**config.mk**
```make
export PLATFORM = sky130hd
export DESIGN_NAME = simsamp_seq
export DESIGN_NICKNAME = d
export VERILOG_FILES = /design/src/rtl/simsamp_pkg.sv /design/src/rtl/simsamp_busif.sv /design/src/rtl/simsamp_sar.sv /design/src/rtl/simsamp_store.sv /design/src/rtl/simsamp_seq.sv
export SDC_FILE = /design/constraint.sdc
export NUM_CORES = 1
export LEC_CHECK = 0
export BUFFER_PORTS_ARGS = -buffer_cell sky130_fd_sc_hd__buf_4
export CAP_MARGIN = 25
export CORE_ASPECT_RATIO = 0.8
export CORE_MARGIN = 3
export CORE_UTILIZATION = 59
export CTS_CLUSTER_DIAMETER = 200
export DETAILED_ROUTE_END_ITERATION = 8
export HOLD_SLACK_MARGIN = 0.06
export PLACE_DENSITY = 0.84
export SETUP_SLACK_MARGIN = 0.5
export SYNTH_ARGS = -nofsm -noshare
export SYNTH_HDL_FRONTEND = slang
export SYNTH_SLANG_ARGS = --single-unit
```
**constraint.sdc**
```tcl
create_clock -name clk -period 4.1 [get_ports clk]
set_clock_uncertainty 0.05 [all_clocks]
set_input_delay 0.82 -clock clk [delete_from_list [all_inputs] [get_ports clk]]
set_output_delay 0.82 -clock clk [all_outputs]
set_load 0.005 [all_outputs]
```
**src/rtl/simsamp_pkg.sv**
```systemverilog
`timescale 1ns/1ps
package simsamp_pkg;
    localparam int MODE_W        = 4;
    localparam int MODE_PD_BIT   = 3;
    localparam int MODE_BANK_BIT = 2;

    typedef logic [MODE_W-1:0] mode_t;

    // last channel index of a sequence (count minus one)
    function automatic logic [1:0] mode_last(input mode_t m);
        return m[1:0];
    endfunction
endpackage

```
**src/rtl/simsamp_busif.sv**
```systemverilog
`timescale 1ns/1ps
module simsamp_busif
    import simsamp_pkg::*;
(
    input  logic  clk,
    input  logic  rst_n,
    input  logic  bus_cs_n,
    input  logic  bus_wr_n,
    input  mode_t bus_din,
    output logic  commit,
    output mode_t word
);
    typedef struct packed {
        logic  act;
        mode_t hold;
    } bif_t;

    bif_t q, d;
    logic act_now;

    always_comb begin
        act_now = !bus_cs_n && !bus_wr_n;
        d       = q;
        d.act   = act_now;
        if (act_now) d.hold = bus_din;
        // whichever strobe rises first ends the write
        commit  = q.act && !act_now;
        word    = q.hold;
    end

    always_ff @(posedge clk or negedge rst_n) begin
        if (!rst_n) q <= '0;
        else        q <= d;
    end
endmodule

```
**src/rtl/simsamp_sar.sv**
```systemverilog
`timescale 1ns/1ps
module simsamp_sar #(
    parameter int RES_W     = 14,
    parameter int SLOT_CYC  = 48,
    parameter int TRIAL_CYC = 3
) (
    input  logic             clk,
    input  logic             rst_n,
    input  logic             slot_go,
    input  logic             abort,
    input  logic             cmp_hi,
    output logic [RES_W-1:0] dac_code,
    output logic             slot_done,
    output logic [RES_W-1:0] result
);
    localparam int SETTLE = SLOT_CYC - RES_W * TRIAL_CYC;
    localparam int CYC_W  = $clog2(SLOT_CYC);
    localparam int T_W    = $clog2(TRIAL_CYC + 1);
    localparam int B_W    = $clog2(RES_W);
    localparam logic [RES_W-1:0] MSB = {1'b1, {(RES_W-1){1'b0}}};

    typedef struct packed {
        logic             act;
        logic [CYC_W-1:0] cyc;
        logic [T_W-1:0]   tcnt;
        logic [B_W-1:0]   bitp;
        logic [RES_W-1:0] acc;
    } sar_t;

    sar_t q, d;
    logic             trial_ph, decide;
    logic [RES_W-1:0] trial_code, kept;

    always_comb begin
        trial_ph   = q.act && (q.cyc >= CYC_W'(SETTLE));
        trial_code = q.acc | (RES_W'(1) << q.bitp);
        decide     = trial_ph && (q.tcnt == T_W'(TRIAL_CYC - 1));
        kept       = cmp_hi ? trial_code : q.acc;
        slot_done  = decide && (q.bitp == '0);
        result     = kept ^ MSB;
        dac_code   = trial_ph ? trial_code : '0;

        d = q;
        if (q.act && q.cyc != CYC_W'(SLOT_CYC - 1)) d.cyc = q.cyc + 1'b1;
        if (trial_ph) d.tcnt = q.tcnt + 1'b1;
        if (decide) begin
            d.tcnt = '0;
            d.acc  = kept;
            if (q.bitp != '0) d.bitp = q.bitp - 1'b1;
            else              d.act  = 1'b0;
        end
        if (slot_go) begin
            d.act  = 1'b1;
            d.cyc  = '0;
            d.tcnt = '0;
            d.bitp = B_W'(RES_W - 1);
            d.acc  = '0;
        end
        if (abort) d.act = 1'b0;
    end

    always_ff @(posedge clk or negedge rst_n) begin
        if (!rst_n) q <= '0;
        else        q <= d;
    end
endmodule

```
**src/rtl/simsamp_store.sv**
```systemverilog
`timescale 1ns/1ps
module simsamp_store #(
    parameter int RES_W = 14,
    parameter int DEPTH = 4
) (
    input  logic                     clk,
    input  logic                     rst_n,
    input  logic                     we,
    input  logic [$clog2(DEPTH)-1:0] idx,
    input  logic [RES_W-1:0]         wdata,
    output logic [DEPTH*RES_W-1:0]   flat
);
    localparam int IDX_W = $clog2(DEPTH);

    for (genvar g = 0; g < DEPTH; g++) begin : g_ent
        logic [RES_W-1:0] ent_q;
        always_ff @(posedge clk or negedge rst_n) begin
            if (!rst_n)                            ent_q <= '0;
            else if (we && idx == IDX_W'(g))       ent_q <= wdata;
        end
        assign flat[g*RES_W +: RES_W] = ent_q;
    end
endmodule

```
**src/rtl/simsamp_seq.sv**
```systemverilog
`timescale 1ns/1ps
module simsamp_seq
    import simsamp_pkg::*;
#(
    parameter int RES_W     = 14,
    parameter int NUM_CH    = 4,
    parameter int SLOT_CYC  = 48,
    parameter int TRIAL_CYC = 3,
    parameter int WAKE_CYC  = 80
) (
    input  logic                      clk,
    input  logic                      rst_n,
    input  logic                      bus_cs_n,
    input  logic                      bus_wr_n,
    input  logic [3:0]                bus_din,
    input  logic                      start_n,
    input  logic                      cmp_hi,
    output logic [RES_W-1:0]          dac_code,
    output logic                      samp_hold,
    output logic                      cur_bank,
    output logic [1:0]                cur_ch,
    output logic                      int_n,
    output logic                      pwr_down,
    output logic                      start_dropped,
    output logic [3:0]                cfg_word,
    output logic [NUM_CH*RES_W-1:0]   res_flat
);
    localparam int CH_W   = $clog2(NUM_CH);
    localparam int WAKE_W = $clog2(WAKE_CYC + 1);

    typedef struct packed {
        logic              busy;
        logic [CH_W-1:0]   ch;
        logic [CH_W-1:0]   last;
        logic              bank;
        mode_t             cfg;
        logic              pwr;
        logic [WAKE_W-1:0] wake;
        logic              drop;
        logic              int_n;
        logic              start_prev;
    } seq_t;

    seq_t q, d;

    logic             commit;
    mode_t            word;
    logic             slot_go, abort, slot_done, start_edge;
    logic [RES_W-1:0] sar_res;

    simsamp_busif u_busif (
        .clk     (clk),
        .rst_n   (rst_n),
        .bus_cs_n(bus_cs_n),
        .bus_wr_n(bus_wr_n),
        .bus_din (bus_din),
        .commit  (commit),
        .word    (word)
    );

    simsamp_sar #(
        .RES_W    (RES_W),
        .SLOT_CYC (SLOT_CYC),
        .TRIAL_CYC(TRIAL_CYC)
    ) u_sar (
        .clk      (clk),
        .rst_n    (rst_n),
        .slot_go  (slot_go),
        .abort    (abort),
        .cmp_hi   (cmp_hi),
        .dac_code (dac_code),
        .slot_done(slot_done),
        .result   (sar_res)
    );

    simsamp_store #(
        .RES_W(RES_W),
        .DEPTH(NUM_CH)
    ) u_store (
        .clk  (clk),
        .rst_n(rst_n),
        .we   (q.busy && slot_done),
        .idx  (q.ch),
        .wdata(sar_res),
        .flat (res_flat)
    );

    always_comb begin
        d            = q;
        slot_go      = 1'b0;
        abort        = 1'b0;
        start_edge   = start_n && !q.start_prev;
        d.start_prev = start_n;

        if (q.wake != '0) d.wake = q.wake - 1'b1;

        // slot completion: advance or finish
        if (q.busy && slot_done) begin
            if (q.ch == q.last) begin
                d.busy  = 1'b0;
                d.int_n = 1'b0;
            end else begin
                d.ch    = q.ch + 1'b1;
                slot_go = 1'b1;
            end
        end

        // trigger: ignored while busy, dropped while asleep or waking
        if (start_edge && !q.busy) begin
            if (q.pwr || q.wake != '0) begin
                d.drop = 1'b1;
            end else begin
                d.busy  = 1'b1;
                d.ch    = '0;
                d.last  = CH_W'(mode_last(q.cfg));
                d.bank  = q.cfg[MODE_BANK_BIT];
                d.int_n = 1'b1;
                slot_go = 1'b1;
            end
        end

        if (commit) begin
            d.cfg  = word;
            d.drop = 1'b0;
            if (word[MODE_PD_BIT]) begin
                d.pwr   = 1'b1;
                d.wake  = '0;
                d.busy  = 1'b0;
                slot_go = 1'b0;
                abort   = 1'b1;
            end else if (q.pwr) begin
                d.pwr  = 1'b0;
                d.wake = WAKE_W'(WAKE_CYC);
            end
        end
    end

    always_ff @(posedge clk or negedge rst_n) begin
        if (!rst_n) begin
            q            <= '0;
            q.int_n      <= 1'b1;
            q.start_prev <= 1'b1;
        end else begin
            q <= d;
        end
    end

    assign samp_hold     = q.busy;
    assign cur_bank      = q.bank;
    assign cur_ch        = 2'(q.ch);
    assign int_n         = q.int_n;
    assign pwr_down      = q.pwr;
    assign start_dropped = q.drop;
    assign cfg_word      = q.cfg;
endmodule

```
==> flow_summary.yaml, run 1 <==
global_route:
  grt_pass1_vias: 3699
  overflow: 0
  antenna_found_initial: 0
  grt_first_pass_wirelength_mm: 18.4
  grt_max_degree: 48
  grt.total_usage_pct: 25.1
setup_path:
  worstPathCellList: "inv_1 > ha_1 > o21a_1 > o21ai_1 > buf_4 > nor2_1 > buf_4"
  critPathCaptureType: "output port"
  reg2regPathDepth: 6
  required_ns: 3.23
  r2r_start: "u_sar.q[14]$_DFFE_PN0P_"
  cp.arrival_ns: 2.10
  path_buf_inv: 3
  critPathMaxStageDelay_ns: 0.41
  timing.rr.end: "u_store.g_ent[3].ent_q[1]$_DFFE_PN0P_"
  worstSetupPathType: "flip-flop to output port"
  crit_top_cell: "buf_4"
  start_kind: "flip-flop"
  reg2reg_slack_ns: 1.52
  crit_slowest_cell: "dfrtp_1"
  crit_start: "u_sar.q[20]$_DFFE_PN0P_"
  cp_max_fo: 18
  crit_family: "compound AO/OA/AOI/OAI gates"
timing:
  whs_ns: 0.407
  tns_ns: 0
  slew_viol_final: 0
  min_period_over_period_pct: 72.3
  relSlewSlack_pct: 29.8
  fmax_mhz: 337
  rsz0062_at_grt: "no"
  min_period_ns: 2.97
  hold_viol: 0
  worstMarginPinSlew_ns: 1.05
  finalSetupViolCount: 0
clock_tree:
  cts_tree: "done"
  root_buffer: "clkbuf_8"
  cts_inserted_buffers: 9
  hold_buffers: 0
  cts.sinks: 108
  path_clk_slew_ns: 0.11
  ctsResizeCount: 0
  cts_setup_buffers: 0
  htree_levels: 3
  clk_latency_ns: 0.36
  clockBufferDepth: 2
pwr:
  total_power_mw: 2.85
  powerDensity_nw_per_um2: 502
  leakagePower_nw: 2.66
  vdd.ir_drop.worst_mv: 0.359
drt:
  antenna_left: 0
  wire_per_inst_um: 16.4
  drcViolationCount: 0
  finalWirelength_mm: 11.0
  drtPass1Iterations: 5
  drt_iter0_drc: 247
  vias: 3787
  via_per_inst: 5.67
die:
  io_pins: 91
  start_util_pct: 62.8
  die_h_um: 86.8
  die_width_um: 107
  num_rows: 28
  dieArea_sq_um: 9290
  core_area_sq_um: 7670
synthesis:
  ys_types: 49
  ys_ff_latch: 108
  netlist_instances: 486
  syn-num-nets: 510
  synth_edf_count: 0
  synthTopCellsByCount: "dfrtp_1 (106), nand2_1 (70), nor2_1 (62)"
  synth-async-reset-ratio_pct: 100
  postSynthAreaPerCell_sq_um: 9.91
  synth_most_common_cell: "dfrtp_1"
  synth_flop_cell: "dfrtp_1"
  syn_area_sq_um: 4820
  synth.largest_area_cell: "dfrtp_1"
  ys_seq_area_share_pct: 56.2
  synth_area_leaders: "dfrtp_1 (55%), nand2_1 (5.5%), a21oi_1 (4.9%)"
  synth-warning-count: 0
  yosysTopAreaCellShare_pct: 55.1
finish:
  layout-drive-gt1-share_pct: 22.9
  fin_util_pct: 74.1
  n_antenna_cell: 0
  fin_nets: 582
  area_delta_synth_final_pct: 17.9
  fin_area_sq_um: 5680
placement:
  placed_area_sq_um: 5480
  place_congestion: 0.840
  portBuffers: 90
  post-dp-hpwl_mm: 8.02
status:
  status: "finished, final reports clean"
job:
  max-cap-violations: 0
hold_path:
  min_path_type: "input pin to async pin"
[registers in the layout, summed over array words and instances (netlist names)]
signal and cells:
u_sar.q 27, start_dropped 1, q 10, u_busif.word 4, cfg_word 4, u_busif.q 1, cur_bank 1, cur_ch 2
samp_hold 1, int_n 1, u_store.g_ent.ent_q 56
[cells by family (layout without fill, tap and decap cells)]
group,after synthesis,after routing,share of synthesized area (%)
AO/OA/AOI/OAI,137,137,17.1
XOR/XNOR,11,11,2.00
adder cells (fa/ha/maj),14,14,3.64
buffers and inverters,44,121,4.65
flip-flops,108,108,56.2
multiplexers,8,8,1.84
AND/OR/NAND/NOR,164,164,14.6
[layer usage]
layer | global-route usage (%) | share of wire [%] | up-vias | routed length [um]
li1 | - | - | 1803 | -
met1 | 36.8 | 45 | 1856 | 4970
met2 | 39.6 | 47 | 118 | 5190
met3 | 5.66 | 6.7 | 10 | 729
met4 | 4.18 | 0.68 | 0 | 74
met5 | 0 | 0 | - | 0
[placed cells by master (no fill, tap or decap), drive strengths merged, types with 7 or more instances in the layout]
cell and instances:
dfrtp 106, buf 95, nand2 70, nor2 62
o21ai 48, a21oi 47, a31oi 15, ha 14
inv 13, clkbuf 9, xnor2 8, mux2 7
[worst max path at each step]
stage / end / slack (ns) / cells after the start
2_1_floorplan: dac_code[10] / 1.62 / 7
3_3_place_gp: u_store.g_ent[2].ent_q[13]$_DFFE_PN0P_ / 1.61 / 7
3_5_place_dp: dac_code[0] / 1.59 / 7
4_1_cts: dac_code[0] / 1.13 / 7
5_1_grt: dac_code[0] / 0.98 / 7
6_report: dac_code[0] / 1.13 / 7
[layout make-up]
type,instances,area [sq um]
Multi-Input combinational cell,334,1890
Inverter,10,37.5
Tap cell,105,131
Fill cell,559,1990
Clock inverter,7,82.6
Sequential cell,108,2710
Timing Repair Buffer,95,713
Clock buffer,9,124
[power by group]
| part | total, mW | switching, mW | internal (mW) |
|---|---|---|---|
| combinational | 0.787 | 0.467 | 0.320 |
| clock | 0.666 | 0.374 | 0.292 |
| sequential | 1.40 | 0.182 | 1.22 |
| total | 2.85 | 1.02 | 1.83 |
[metrics by stage]
stage,cells,worst slack (ns)
after global placement,652,1.61
after CTS,668,1.13
after detailed placement,652,1.59
final,668,1.13
after floorplan,486,1.62
after global routing,668,0.980
Note: power is estimated with default switching activity, not from simulation.
==> run 2, diff against run 1 <==
--- a/config.mk
+++ b/config.mk
@@ -9,11 +9,11 @@
 export CAP_MARGIN = 25
 export CORE_ASPECT_RATIO = 0.8
 export CORE_MARGIN = 3
-export CORE_UTILIZATION = 59
+export CORE_UTILIZATION = 50
 export CTS_CLUSTER_DIAMETER = 200
 export DETAILED_ROUTE_END_ITERATION = 8
 export HOLD_SLACK_MARGIN = 0.06
-export PLACE_DENSITY = 0.84
+export PLACE_DENSITY = 0.76
 export SETUP_SLACK_MARGIN = 0.5
 export SYNTH_ARGS = -nofsm -noshare
 export SYNTH_HDL_FRONTEND = slang
==> constraint.sdc (replaced) <==
create_clock -name clk -period 2.7 [get_ports clk]
set_clock_uncertainty 0.05 [all_clocks]
set_input_delay 0.54 -clock clk [delete_from_list [all_inputs] [get_ports clk]]
set_output_delay 0.54 -clock clk [all_outputs]
set_load 0.005 [all_outputs]
==> run 2 against run 1 <==
  * Worst hold slack got worse by 0.24 ns
  * Critical path depth decreased by 2
  * Utilization fell by 8.3 points
  * Via count up 3.9%
  * Critical endpoint is now dac_code[7]
  * Largest cell class unchanged
==> flow_summary.yaml, run 2 (same netlist as run 1, synthesis figures left out) <==
finish:
  fin_area_sq_um: 6070
  fin_nets: 605
  n_antenna_cell: 0
  layout_common_cells: "buf_4 (114), dfrtp_1 (101), nand2_1 (70)"
  top_register: "u_store.g_ent.ent_q"
  layout-drive-gt1-share_pct: 30.4
  mostFrequentLayoutCell: "buf_4"
  largest_reg_flops: 56
  top_regs: "u_store.g_ent.ent_q (56), u_sar.q (27), q (10)"
  area_delta_synth_final_pct: 26.0
setup_path:
  cp.arrival_ns: 1.72
  cp_max_fo: 5
  r2r_start: "u_sar.q[15]$_DFFE_PN0P_"
  worstSetupPathType: "flip-flop to output port"
  worstPathCellList: "or3_4 > o21ai_4 > buf_6 > nor2_1 > buf_4"
  start_kind: "flip-flop"
  path_buf_inv: 2
  crit_family: "simple AND/OR/NAND/NOR gates"
  required_ns: 2.11
  crit_start: "u_sar.q[24]$_DFFE_PN0P_"
  critPathMaxStageDelay_ns: 0.42
  crit_slowest_cell: "or3_4"
  critPathCaptureType: "output port"
die:
  die_width_um: 116
  die_h_um: 93.8
  io_pins: 91
  start_util_pct: 52.2
  num_rows: 31
  core_area_sq_um: 9230
  dieArea_sq_um: 10900
pwr:
  total_power_mw: 4.97
  vdd.ir_drop.worst_mv: 0.460
  powerDensity_nw_per_um2: 818
  leakagePower_nw: 2.82
placement:
  place_congestion: 0.824
  portBuffers: 90
  dp_slack_ns: 0.498
  placed_area_sq_um: 5550
  post-dp-hpwl_mm: 8.43
timing:
  worstMarginPinSlew_ns: 0.670
  slew_viol_final: 0
  tns_ns: 0
  fmax_mhz: 433
  min_period_ns: 2.31
  hold_viol: 0
  relSlewSlack_pct: 55.3
  min_period_over_period_pct: 85.5
  rsz0062_at_grt: "yes"
  finalSetupViolCount: 0
  finalWorstSetupSlack_ns: 0.391
clock_tree:
  cts_tree: "done"
  root_buffer: "clkbuf_16"
  cts.sinks: 108
  path_clk_slew_ns: 0.07
  cts_inserted_buffers: 9
  clockBufferDepth: 2
  clk_latency_ns: 0.35
  htree_levels: 3
drt:
  drt_iter0_drc: 355
  wire_per_inst_um: 17.6
  drtPass1Iterations: 5
  drcViolationCount: 0
  met1Wirelength_mm: 5.70
  antenna_left: 0
  met3_wirelength_um: 783
  highest_layer: "met4"
  via_per_inst: 5.61
  finalWirelength_mm: 12.3
  vias: 3935
  wl_met2_mm: 5.65
global_route:
  overflow: 0
  antenna_found_initial: 0
  grt_first_pass_wirelength_mm: 19.5
  grt.total_usage_pct: 23.2
  grt_pass1_vias: 3862
  grt_max_degree: 55
job:
  max-cap-violations: 0
status:
  status: "finished, final reports clean"
hold_path:
  min_path_type: "input pin to async pin"
## run 2: layer usage
metal  vias to the layer above  global-route usage, %
met4                         0                   6.28
met2                       162                   34.2
met3                        16                   5.60
li1                       1853                      -
met5                         -                      0
met1                      1904                   34.6
## run 2: final cells by class
cell class	count	area, sq um
Fill cell	729	3160
Sequential cell	108	2710
Multi-Input combinational cell	334	1990
Timing Repair Buffer	118	901
Clock buffer	10	239
Tap cell	115	144
Clock inverter	6	51.3
Inverter	10	37.5
## run 2: power breakdown
group,switching (mW),total (mW),internal (mW),leakage (nW)
sequential,0.271,2.13,1.86,1.14
combinational,0.876,1.54,0.666,1.53
clock,0.627,1.30,0.670,0.146
total,1.77,4.97,3.19,2.82
## run 2: path summary, 6_finish.rpt
| path | endpoint | slack [ns] | cells past startpoint |
|---|---|---|---|
| worst max-delay path | dac_code[7] | 0.39 | 5 |
| worst min-delay path | q[6]$_DFF_PN0_ | 0.17 | 1 |
| worst max register to register | u_sar.q[15]$_DFFE_PN0P_ | 0.58 | 7 |
| worst min register to register | cfg_word[0]$_DFFE_PN0P_ | 0.43 | 2 |
| max in group asynchronous | u_store.g_ent[2].ent_q[6]$_DFFE_PN0P_ | 1.67 | 2 |
| min in group clk | q[0]$_DFF_PN1_ | 0.25 | 1 |
## run 2: repair_timing
action,CTS,global route
endpoints found under the setup margin,18,61
gates resized for setup,22,16
setup buffers,9,4
hold buffers,0,0
cloned,2,0
pin swaps,6,1
## run 2: per-stage QoR
| step | utilization (%) | instances | hold WS (ns) |
|---|---|---|---|
| final | 65.7 | 701 | 0.167 |
| after global placement | 60.1 | 670 | 0.403 |
| after floorplan | - | 486 | 0.194 |
| after global routing | 65.7 | 701 | 0.219 |
| after CTS | 64.8 | 697 | 0.195 |
| after detailed placement | 60.1 | 670 | 0.413 |
